[src/rtl/tick_countdown_timer.sv]
module tick_countdown_timer #(
  parameter int CNT_W  = 32,
  parameter int PRE_W  = 8,
  parameter int ADDR_W = 5
) (
  input  logic              clk,
  input  logic              rst_n,
  input  logic              bus_sel,
  input  logic              bus_wr,
  input  logic [ADDR_W-1:0] bus_addr,
  input  logic [31:0]       bus_wdata,
  output logic [31:0]       bus_rdata,
  output logic              irq
);
  localparam logic [ADDR_W-1:0] OFS_RELOAD = ADDR_W'(0);
  localparam logic [ADDR_W-1:0] OFS_COUNT  = ADDR_W'(4);
  localparam logic [ADDR_W-1:0] OFS_CTRL   = ADDR_W'(8);
  localparam logic [ADDR_W-1:0] OFS_FLAG   = ADDR_W'(12);
  localparam int               PRE_LSB    = 8;

  logic [CNT_W-1:0] reload_q, count_q, count_nx;
  logic [PRE_W-1:0] presc_q, pre_q, pre_nx;
  logic             en_q, auto_q, ie_q, status_q;

  wire wr_en   = bus_sel & bus_wr;
  wire rd_en   = bus_sel & ~bus_wr;
  wire w_load  = wr_en && bus_addr == OFS_RELOAD;
  wire w_count = wr_en && bus_addr == OFS_COUNT;
  wire w_ctrl  = wr_en && bus_addr == OFS_CTRL;
  wire w_flag  = wr_en && bus_addr == OFS_FLAG;

  wire running = en_q && count_q != '0;
  wire step    = running && pre_q >= presc_q;
  wire expire  = step && count_q == CNT_W'(1);
  wire unused_wdata = ^bus_wdata;

  assign irq = status_q & ie_q;

  always_comb begin
    count_nx = count_q;
    pre_nx   = pre_q;
    if (running) begin
      if (step) begin
        pre_nx   = '0;
        count_nx = expire ? (auto_q ? reload_q : '0) : count_q - CNT_W'(1);
      end else begin
        pre_nx = pre_q + PRE_W'(1);
      end
    end
    if (w_load || w_count) begin
      count_nx = bus_wdata[CNT_W-1:0];
      pre_nx   = '0;
    end
    if (w_ctrl && bus_wdata[0] && !running) begin
      pre_nx = '0;
      if (bus_wdata[1]) count_nx = reload_q;
    end
  end

  always_ff @(posedge clk) begin
    if (!rst_n) begin
      reload_q  <= '0;
      count_q   <= '0;
      pre_q     <= '0;
      presc_q   <= '0;
      en_q      <= 1'b0;
      auto_q    <= 1'b0;
      ie_q      <= 1'b0;
      status_q  <= 1'b0;
      bus_rdata <= '0;
    end else begin
      count_q  <= count_nx;
      pre_q    <= pre_nx;
      status_q <= expire | (status_q & ~(w_flag & bus_wdata[0]));
      if (w_load) reload_q <= bus_wdata[CNT_W-1:0];
      if (w_ctrl) begin
        en_q    <= bus_wdata[0];
        auto_q  <= bus_wdata[1];
        ie_q    <= bus_wdata[2];
        presc_q <= bus_wdata[PRE_LSB +: PRE_W];
      end
      bus_rdata <= '0;
      if (rd_en) begin
        case (bus_addr)
          OFS_RELOAD: bus_rdata <= 32'(reload_q);
          OFS_COUNT:  bus_rdata <= running ? 32'(count_q) : '0;
          OFS_CTRL:   bus_rdata <= (32'(presc_q) << PRE_LSB) | {29'd0, ie_q, auto_q, en_q};
          OFS_FLAG:   bus_rdata <= {31'd0, status_q};
          default:    bus_rdata <= '0;
        endcase
      end
    end
  end
endmodule


[config.mk]
export PLATFORM = sky130hd
export DESIGN_NAME = tick_countdown_timer
export DESIGN_NICKNAME = d
export VERILOG_FILES = /design/src/rtl/tick_countdown_timer.sv
export SDC_FILE = /design/constraint.sdc
export NUM_CORES = 1
export LEC_CHECK = 0
export ABC_AREA = 1
export BUFFER_PORTS_ARGS = -buffer_cell sky130_fd_sc_hd__buf_4
export CAP_MARGIN = 25
export CORE_ASPECT_RATIO = 1.4
export CORE_MARGIN = 2
export CORE_UTILIZATION = 55
export DETAILED_ROUTE_END_ITERATION = 8
export PLACE_DENSITY_LB_ADDON = 0.25
export REMOVE_ABC_BUFFERS = 1
export SLEW_MARGIN = 15
export SYNTH_ARGS = -nofsm -noshare
export SYNTH_HDL_FRONTEND = slang
export SYNTH_SLANG_ARGS = --single-unit
[constraint.sdc]
create_clock -name clk -period 2.6 [get_ports clk]
set_clock_uncertainty 0.2 [all_clocks]
set_input_delay 0.26 -clock clk [delete_from_list [all_inputs] [get_ports clk]]
set_output_delay 0.26 -clock clk [all_outputs]
set_load 0.05 [all_outputs]
==> impl_metrics.ini <==
[timing]
fmax_ghz = 0.4201
setup_slack_ns = 0.2198
rsz0062_at_grt = no
maxSlewViolCount = 0
min_period_ns = 2.380
worst-slew-pin-transition_ns = 0.8154
tns_ns = 0
setup_viol = 0
slew_headroom = 0.4564
hold_ws_ns = 0.09359
finalHoldViolCount = 0
fin_crit_sh = 0.9155

[logic_synthesis]
synthCells = 1013
yosysTopAreaCell = dfxtp_1
synth_area_leaders = dfxtp_1 (35%), nand2_1 (13%), o21ai_0 (9.2%)
avgSynthCellArea_um2 = 6.554
synth_top_area_share = 0.3498
synth-edff-count = 0
syn_area_um2 = 6639
synth-seq-cells = 116
ys_async_sr_fraction = 0
yosysSeqAreaShare = 0.3498
yosysWarnings = 0
synthDistinctLibCells = 37
ys.flop_type = dfxtp_1

[die]
coreArea_um2 = 11820
num_rows = 47
fp.dieH_um = 134.0
die_x_um = 96.86
io_pins = 74
start_util = 0.5617
dieArea_um2 = 12980

[worst_setup_path]
reg2reg_depth = 14
path_cells = inv_1 -> ha_1 -> nand2_1 -> inv_1 -> nor2_1 -> o21a_1 -> nand3_1 -> nand2_8 -> buf_4 -> nand2_1 -> nand2_1 -> nor2_1 -> nor2_1 -> nor2_1
cp_num_buf_inv = 3
crit_family = simple AND/OR/NAND/NOR gates
arrival_ns = 2.48
worstSetupEndpointType = flop
cp_common_cell = nor2_1
max_stage_delay_ns = 0.35
crit_path_start = presc_q[7]$_SDFFE_PN0P_
slowest_stage = dfxtp_1
worstSetupStartpointType = flop
reg2reg_slack_ns = 0.22
crit_fanout = 21
endpoint = count_q[1]$_SDFF_PN0_
worstSetupPathType = flop to flop
reg2reg_to = count_q[1]$_SDFF_PN0_
r2r-start = presc_q[7]$_SDFFE_PN0P_
critical_path_depth = 14
critPathRequiredTime_ns = 2.70

[final_layout]
antenna_cells = 0
final_nets = 1159
final_cells = 1265
layout-drive-gt1-share = 0.1440
num-fill-cells = 1061
syn_to_final_growth_pct = 23.31
utilization = 0.6926
fin_area_um2 = 8187

[drt]
wl_um = 18910
route.detailed.drc = 0
via_per_inst = 5.542
first_iter_violations = 463
firstDrtPassIters = 6
vias = 7010
route.antenna.remaining_nets = 0
avgRoutedWirePerCell_um = 14.94

[power]
p_sw_frac = 0.2431
peakVddDrop_mv = 0.4621
seqPwrFrac = 0.400
p_clk_frac = 0.501
p_int_mw = 3.416
p_switching_mw = 1.097
power.leakage_nw = 3.644
pwr-share-comb = 0.099
pwr_density_cell_nw_per_um2 = 551.3
power_mw = 4.513

[worst_hold_path]
hp-class = input pin to flop

[placed_design]
io_buffers = 73
placed_area_um2 = 7292
place.gp.congestion = 0.9390
dp_cells = 1202
dp_slack_ns = 0.2605
dpl.hpwl_um = 12120

[global_route]
grt_max_degree = 65
grt-ovfl-total = 0
grt_usage = 0.2937
grt_pass1_vias = 6711
antenna_found_initial = 0
grt_pass1_wl_um = 31260

[cts]
cts_buffer_depth = 2
cts-buffers-inserted = 17
insertion_delay_ns = 0.42
cts_root_buf = clkbuf_16
cts_tree = done
clk_pin_slew_ns = 0.05
clock-sinks = 116
htreeDepth = 4
post_cts_buffers = 0

[job]
cap_violations = 0

[run_status]
status = finished clean
## cell usage in the layout, fill, tap and decap left out, types with 2 or more instances in the layout
cell / n
nand2_2: 2
nor2_4: 9
o21ai_0: 122
dlygate4sd3_1: 32
clkinv_2: 7
o21ai_1: 8
nor2_1: 99
a21oi_1: 120
nand2_1: 224
o21bai_1: 7
nand4_1: 9
buf_12: 2
dfxtp_1: 116
clkbuf_16: 17
nand2_4: 5
nor2_2: 13
a31oi_1: 10
nand3_1: 55
buf_4: 91
inv_1: 114
ha_1: 12
clkinvlp_4: 2
bufinv_16: 2
xor2_1: 14
nand3b_1: 4
nor3_1: 5
clkbuf_8: 2
## power by group through the flow
stage / Sequential [mW] / Clock (mW) / Combinational [mW]
2_1_floorplan: 1.84 / 0 / 0.261
3_3_place_gp: 1.84 / 0 / 0.397
3_5_place_dp: 1.84 / 0 / 0.401
4_1_cts: 1.80 / 2.28 / 0.442
5_1_grt: 1.80 / 2.37 / 0.504
6_report: 1.80 / 2.26 / 0.448
## flip-flops by register name (all words and copies together), names as in the netlist
register	cells
bus_rdata	32
count_q	32
reload_q	32
pre_q	8
presc_q	8
auto_q	1
en_q	1
ie_q	1
status_q	1
## area by class of cell
class | instances | area, µm² | share of cell area
Tap cell | 147 | 183.9 | 0.02247
Clock inverter | 11 | 110.1 | 0.01345
Clock buffer | 20 | 456.7 | 0.05578
Inverter | 116 | 442.9 | 0.05410
Sequential cell | 116 | 2322 | 0.2837
Timing Repair Buffer | 125 | 1044 | 0.1275
Multi-Input combinational cell | 730 | 3627 | 0.4431
## Yosys cell counts, types with 2 or more instances
master and instances:
nand2_1 224, o21ai_0 122, a21oi_1 120, dfxtp_1 116, inv_1 114, nor2_1 102
nand3_1 55, clkbuf_1 34, xor2_1 14, ha_1 12, nor2_2 11, a31oi_1 10
nand4_1 9, nor2_4 8, o21ai_1 8, buf_2 7, buf_6 7, o21bai_1 7
nand2_4 5, nor3_1 5, nand3b_1 4, buf_4 3, nand2_2 2
## how the worst min path moves through the flow
stage | slack [ns] | depth (start not counted) | startpoint | endpoint
floorplan | 0.20 | 2 | rst_n | auto_q$_SDFFE_PN0P_
global placement | 0.28 | 2 | pre_q[4]$_SDFFE_PP0N_ | pre_q[4]$_SDFFE_PP0N_
detailed placement | 0.27 | 2 | pre_q[4]$_SDFFE_PP0N_ | pre_q[4]$_SDFFE_PP0N_
CTS | 0.09 | 3 | rst_n | count_q[17]$_SDFF_PN0_
global route | 0.12 | 3 | rst_n | count_q[29]$_SDFF_PN0_
finish | 0.09 | 3 | rst_n | count_q[17]$_SDFF_PN0_
## worst register-to-register path: stages (launching register included)
cell	delay [ns]
dfxtp_1	0.35
inv_1	0.07
ha_1	0.33
nand2_1	0.08
inv_1	0.03
nor2_1	0.08
o21a_1	0.16
nand3_1	0.18
nand2_8	0.21
buf_4	0.25
nand2_1	0.07
nand2_1	0.06
nor2_1	0.05
nor2_1	0.10
nor2_1	0.05
## timing repair
action / CTS / global route
hold buffers: 32 / 0
setup endpoints to repair: 0 / 11
resized for setup: 0 / 3
hold endpoints to repair: 44 / 0
## logic make-up (layout without fill, tap and decap cells)
group,after synthesis,count (layout),share of synthesized area
compound gates,272,272,0.2139
simple gates,432,432,0.2895
xor+xnor,14,14,0.01847
fa+ha+maj,12,12,0.02262
buf+inv,167,272,0.1057
flops,116,116,0.3498
## layer usage
layer  share of wire  global-route usage
met3           0.062             0.05784
met5               0                   0
met1            0.38              0.3252
met2            0.52              0.5347
met4           0.039              0.1432
(Power assumes the default switching activity.)
